===== config.mk =====
export PLATFORM = sky130hd
export DESIGN_NAME = sclk_mode_gen
export DESIGN_NICKNAME = d
export VERILOG_FILES = /design/src/rtl/sclk_pkg.sv /design/src/rtl/sclk_sync.sv /design/src/rtl/sclk_mask_fsm.sv /design/src/rtl/sclk_out_stage.sv /design/src/rtl/sclk_mode_gen.sv
export SDC_FILE = /design/constraint.sdc
export NUM_CORES = 1
export LEC_CHECK = 0
export BUFFER_PORTS_ARGS = -buffer_cell sky130_fd_sc_hd__buf_2
export CAP_MARGIN = 20
export CORE_AREA = 2 2 39 41
export DETAILED_ROUTE_END_ITERATION = 10
export DIE_AREA = 0 0 41 43
export GPL_TIMING_DRIVEN = 0
export SYNTH_ARGS = -nofsm -noshare
export SYNTH_HDL_FRONTEND = slang
export SYNTH_SLANG_ARGS = --single-unit

===== constraint.sdc =====
create_clock -name clk -period 0.8 [get_ports clk]
set_input_delay 0.08 -clock clk [delete_from_list [all_inputs] [get_ports clk]]
set_output_delay 0.08 -clock clk [all_outputs]
set_load 0.01 [all_outputs]

===== src/rtl/sclk_pkg.sv =====
package sclk_pkg;
    typedef enum logic {
        ST_HOLD = 1'b0,
        ST_PASS = 1'b1
    } mask_st_e;
endpackage


===== src/rtl/sclk_sync.sv =====
module sclk_sync #(
    parameter int STAGES    = 2,
    parameter bit RST_LEVEL = 1'b1
) (
    input  logic clk,
    input  logic rst_n,
    input  logic d_in,
    output logic q_out
);
    logic [STAGES-1:0] pipe_q;

    always_ff @(posedge clk) begin
        if (!rst_n) pipe_q[0] <= RST_LEVEL;
        else        pipe_q[0] <= d_in;
    end

    for (genvar g = 1; g < STAGES; g++) begin : g_stage
        always_ff @(posedge clk) begin
            if (!rst_n) pipe_q[g] <= RST_LEVEL;
            else        pipe_q[g] <= pipe_q[g-1];
        end
    end

    assign q_out = pipe_q[STAGES-1];
endmodule


===== src/rtl/sclk_mask_fsm.sv =====
module sclk_mask_fsm
    import sclk_pkg::*;
(
    input  logic clk,
    input  logic rst_n,
    input  logic s_clk,
    input  logic clr_req,
    output logic mask_on
);
    mask_st_e state_q, state_d;

    // state register
    always_ff @(posedge clk) begin
        if (!rst_n) state_q <= ST_HOLD;
        else        state_q <= state_d;
    end

    // transitions: CLEAR has priority over ARM
    always_comb begin
        state_d = state_q;
        unique case (state_q)
            ST_HOLD: if (!clr_req && !s_clk) state_d = ST_PASS;
            ST_PASS: if (clr_req)            state_d = ST_HOLD;
            default:                         state_d = ST_HOLD;
        endcase
    end

    // outputs
    always_comb begin
        mask_on = 1'b0;
        unique case (state_q)
            ST_HOLD: mask_on = 1'b0;
            ST_PASS: mask_on = 1'b1;
            default: mask_on = 1'b0;
        endcase
    end
endmodule


===== src/rtl/sclk_out_stage.sv =====
module sclk_out_stage (
    input  logic clk,
    input  logic rst_n,
    input  logic s_clk,
    input  logic mask_on,
    input  logic cpol,
    input  logic cpha,
    output logic bus_sclk
);
    logic two_mode;
    logic flip;
    logic out_d;

    always_comb begin
        two_mode = s_clk & mask_on;
        flip     = cpol ^ cpha;
        out_d    = two_mode ^ flip;
    end

    always_ff @(posedge clk) begin
        if (!rst_n) bus_sclk <= 1'b0;
        else        bus_sclk <= out_d;
    end
endmodule


===== src/rtl/sclk_mode_gen.sv =====
module sclk_mode_gen #(
    parameter int SYNC_STAGES = 2
) (
    input  logic clk,
    input  logic rst_n,
    input  logic int_sclk,
    input  logic cpol,
    input  logic cpha,
    input  logic sel_n,
    input  logic rd_n,
    output logic bus_sclk
);
    localparam int STG = (SYNC_STAGES < 1) ? 1 : SYNC_STAGES;

    logic s_clk;
    logic clr_req;
    logic mask_on;

    assign clr_req = ~(sel_n | rd_n | cpha);

    sclk_sync #(.STAGES(STG), .RST_LEVEL(1'b1)) u_sync (
        .clk   (clk),
        .rst_n (rst_n),
        .d_in  (int_sclk),
        .q_out (s_clk)
    );

    sclk_mask_fsm u_mask (
        .clk     (clk),
        .rst_n   (rst_n),
        .s_clk   (s_clk),
        .clr_req (clr_req),
        .mask_on (mask_on)
    );

    sclk_out_stage u_out (
        .clk      (clk),
        .rst_n    (rst_n),
        .s_clk    (s_clk),
        .mask_on  (mask_on),
        .cpol     (cpol),
        .cpha     (cpha),
        .bus_sclk (bus_sclk)
    );
endmodule


# == Yosys cells after proc, flatten, opt, wreduce, memory -nomap -nowiden ==
# Index checks and enable logic that the tools add are counted.
# classes
n_mux,4
n_reduce_logical,2
n_bitwise,6
# op_table
cell,count
case mux 1 bit (2 select lines),2
2-to-1 mux 1 bit,2
bitwise OR 1 bit,2
XOR 1 bit,2
bitwise AND 1 bit,1
logical AND 1 bit,1
logical NOT 1 bit,1
NOT 1 bit,1
# totals
out_inout_bits,1
in_bits,7
word_cells,16
ff_bits,4

# == Depth between registers and ports, before layout ==
# logic_depth
depth_word,5
depth_mapped,2
ltp_nobuf,2

# == Cells and area by module ==
# A second synthesis with hierarchy kept.
# unflattened
hier_cells,13
hier_area_um2,162.7
# by_module_without_submodules
mod,seq_area_each_um2,cells_per_inst,instances,area_per_inst_um2
sclk_out_stage,20.0,5,1,53.8
sclk_sync,40.0,4,1,52.6
sclk_mask_fsm,20.0,3,1,46.3
sclk_mode_gen,0.0,1,1,10.0

# == Worst setup path after synthesis ==
# OpenSTA, ideal clock, no wires.
# synth_path
path_type,register to register
start,register u_mask.state_q
end,register u_mask.state_q
setup_ns,0.124
required_time_ns,0.676
path_buffers,0
synth_period_minus_slack_ns,0.661
setup_slack_ns,0.139
path_stages_with_launch,3
t_arrival_ns,0.537
path_cell_list,dfxtp_1 nand2b_1 o311a_2
# synth_via
elab_chain_cells,2
# synth_lines
item,line_no,rtl
"start, declared",sclk_mask_fsm.sv:10,"mask_st_e state_q, state_d;"
"start signal, assigned",sclk_mask_fsm.sv:15,else state_q <= state_d;
NOT 1 bit,sclk_mask_fsm.sv:21,unique case (state_q)
case mux 1 bit (2 select lines) *,sclk_mask_fsm.sv:21,
# Mark *: on every way between the ends. The rest lies on a longest branch, timed or not.
# A chain may end at the register's enable or synchronous reset.

# == Worst setup path in the final report ==
# layout_path
start,register u_out.bus_sclk
end,output port bus_sclk
# layout_lines
item,line_no,rtl
"start, declared",sclk_out_stage.sv:8,output logic bus_sclk
"start signal, assigned",sclk_out_stage.sv:22,else bus_sclk <= out_d;
"end, declared",sclk_mode_gen.sv:11,output logic bus_sclk
# No word-level cell between the ends.

==> results.rst <==
.. list-table::
   :header-rows: 1

   * - Metric
     - Value
   * - Largest net degree at the start of global routing
     - 6
   * - Worst Reg2Reg Path Length in Cells
     - 2
   * - Count of TritonRoute iterations in the first routing pass
     - 2
   * - Total routed wirelength
     - approximately 260 µm
   * - Critical-path maximum fanout
     - 1
   * - Clock tree buffer depth
     - 2
   * - Post-route ant nets
     - 0
   * - FP Rows
     - 14
   * - Die outline width
     - around 41 µm
   * - Hold path cells
     - 2
   * - Worst setup margin
     - 77.03 ps
   * - Setup repair after global routing missed its margin
     - false
   * - Post-Place Cells
     - 35
   * - Core Footprint
     - 1384 µm²
   * - Endpoints failing hold
     - 0
   * - Skew-Pair Late Insertion Delay
     - between 200 and 250 ps
   * - Port Buffers
     - 7
   * - Violation count after the first detailed-route iteration
     - 1
   * - Hold Path Sink
     - u_sync.pipe_q[0]
   * - Data required time of the critical path
     - 720 ps
   * - Final worst-path cycle share
     - 0.9037
   * - Die boundary height
     - 43 µm
   * - Leakage dissipation
     - 0.1072 nW
   * - Kind of critical path
     - flip-flop to primary output
   * - Time the worst path needs with I/O delays and setup
     - 723.0 ps
   * - Critical register-to-register path endpoint
     - u_mask.state_q
   * - Total clock buffers created by CTS
     - 3
   * - Share of cells above drive strength 1
     - 0.5000
   * - Final instance count without filler cells
     - 38
   * - Total via count in the routed design
     - 119
   * - Worst slack at placement
     - 106.2 ps
   * - Fin. max-slew vios
     - 0
   * - Slowest-stage cell, CP
     - sky130_fd_sc_hd__dfxtp_1
   * - Worst path cell trace
     - buf_2
   * - Worst setup skew after layout
     - around 0.92 ps
   * - Critical path endpoint category
     - primary output
   * - Ports
     - 8
   * - Total nets after synthesis
     - 19
   * - Highest achievable clock rate
     - 1.383 GHz
   * - Number of buffers and inverters on the critical path
     - 1
   * - Cells after synthesis
     - 12
   * - Maximum capacitance violations
     - 0
   * - Actual slew at the worst max-slew pin
     - roughly 200 ps
   * - Register-to-Register Setup Slack
     - 110 ps
   * - Post-CTS clock slew at the launch and capture registers of the worst setup and hold paths
     - 40 ps
   * - Crit path launch type
     - flip-flop
   * - Logic depth of the worst path, buffers included
     - 1
   * - Syn Std Cell Area
     - about 150 µm²
   * - Relative max-transition margin
     - 0.8672
   * - Number of H-tree levels
     - 1
   * - Via count of the first global-routing pass
     - 107
   * - Mean cell area of the mapped netlist
     - 12.20 µm²
   * - TritonCTS clock tree
     - yes
   * - Start of the worst register-to-register path
     - u_mask.state_q
   * - Maximum cell stage delay along the critical path
     - 290 ps
   * - Antenna diode instance count
     - 0
   * - GRT overflow
     - 0
   * - Final #Nets
     - 31
   * - Unique cell type count in the Yosys netlist
     - 8
   * - Global placer's final weighted congestion
     - roughly 0.6
   * - Power density relative to cell area
     - 2301 nW/µm²
   * - Total Die Area
     - around 1800 µm²
   * - Vias per cell
     - 3.132
   * - Number of instances resized during post-cts repair
     - 0
   * - P&R area growth vs syn
     - 52.99%
   * - Global-route wire length before repair
     - about 390 µm
   * - Worst ir drop on vdd
     - 1.082 mV
   * - CP delay by family, top
     - flip-flops
   * - Sequential share of the synthesized area
     - 0.5470
   * - Wire length per cell after detailed routing
     - ~6.7 µm
   * - Overall routing resource usage
     - 0.04116
   * - Status
     - finished clean
   * - Commonest non-fill, non-tap cells in the layout
     - 7 x sky130_fd_sc_hd__buf_2, 4 x sky130_fd_sc_hd__dfxtp_1, 3 x sky130_fd_sc_hd__clkbuf_4
   * - Starting Density
     - 0.1058
   * - Type of the worst min-delay path
     - primary input to flip-flop
   * - Residual DRC count
     - 0
   * - Finish-stage setup viols
     - 0
   * - Data arrival at the endpoint of the critical path
     - 640 ps
   * - Number of antenna violations at the first check in global routing
     - 0
   * - Total number of clock tree sinks
     - 4
   * - Clock root buffer
     - sky130_fd_sc_hd__clkbuf_4
   * - # Post-CTS Setup Buffers
     - 0
   * - Leading cell type in the layout, fill and taps excluded
     - sky130_fd_sc_hd__buf_2
   * - Hold Path Origin
     - int_sclk
   * - Setup total negative slack
     - 0 ps
   * - Total of hold buffers inserted after clock tree synthesis
     - 0
   * - Synth warnings
     - 0
   * - Register bit total from synthesis
     - 4
==> power breakdown <==
group | internal [mW] | switching [mW] | total, mW
clock | 0.168 | 0.0812 | 0.249
combinational | 0.0300 | 0.0194 | 0.0494
sequential | 0.213 | 0.00434 | 0.217
total | 0.410 | 0.105 | 0.515
==> worst max path at each step <==
stage | start | to
4_1_cts | u_out.bus_sclk | bus_sclk
3_3_place_gp | cpha | u_mask.state_q
6_report | u_out.bus_sclk | bus_sclk
5_1_grt | u_out.bus_sclk | bus_sclk
3_5_place_dp | cpha | u_mask.state_q
2_1_floorplan | u_mask.state_q | u_mask.state_q
==> routing by layer <==
| metal | part of all wire | GRT usage | wire length, µm | vias up |
|---|---|---|---|---|
| met5 | 0 | 0 | 0 | - |
| met4 | 0 | 0.04000 | 0 | 0 |
| met3 | 0.18 | 0.06283 | 46 | 0 |
| met2 | 0.31 | 0.03438 | 80 | 10 |
| met1 | 0.51 | 0.03859 | 129 | 47 |
| li1 | - | - | - | 62 |
==> area by class of cell <==
cell class              count  area (µm²)
multi-input cells           8       66.31
fillers                   149        1160
repair buffers              7       35.03
well taps                  16       20.02
flip-flops and latches      4       80.08
clock buffers               3       22.52
==> cell usage after synthesis, drive strengths merged <==
cell    n  area [µm²]
a21bo   1       10.01
o311a   1       11.26
dfxtp   4       80.08
mux2i   1       10.01
nand2b  1       6.260
or2b    2       15.01
xnor2   1       8.760
nand3   1       5.000
==> cells by family (layout without fill, tap and decap cells) <==
| kind of cell | count (synthesis) | count (layout) | share of synthesized area |
|---|---|---|---|
| muxes | 1 | 1 | 0.06838 |
| xor gates and xnor gates | 1 | 1 | 0.05984 |
| buffers and inverters | 0 | 10 | 0 |
| and+or+nand+nor | 4 | 4 | 0.1795 |
| AOI/OAI and AO/OA | 2 | 2 | 0.1453 |
| DFF | 4 | 4 | 0.5470 |
==> sequential cells by signal, indices dropped and copies added (netlist names) <==
| register | count |
|---|---|
| u_sync.pipe_q | 1 |
| u_sync.q_out | 1 |
| u_out.bus_sclk | 1 |
| u_mask.state_q | 1 |
==> through the flow <==
stage | utilization | instance area [µm²] | hold WS (ps) | power [mW]
2_1_floorplan | - | 146.4 | 176.4 | 0.2443
3_3_place_gp | 0.1456 | 201.4 | 258.3 | 0.2683
3_5_place_dp | 0.1456 | 201.4 | 265.4 | 0.2697
4_1_cts | 0.1618 | 224.0 | 23.64 | 0.5275
5_1_grt | 0.1618 | 224.0 | 17.81 | 0.5517
6_report | 0.1618 | 224.0 | 26.39 | 0.5154
Power figures use the tool's default switching activity.
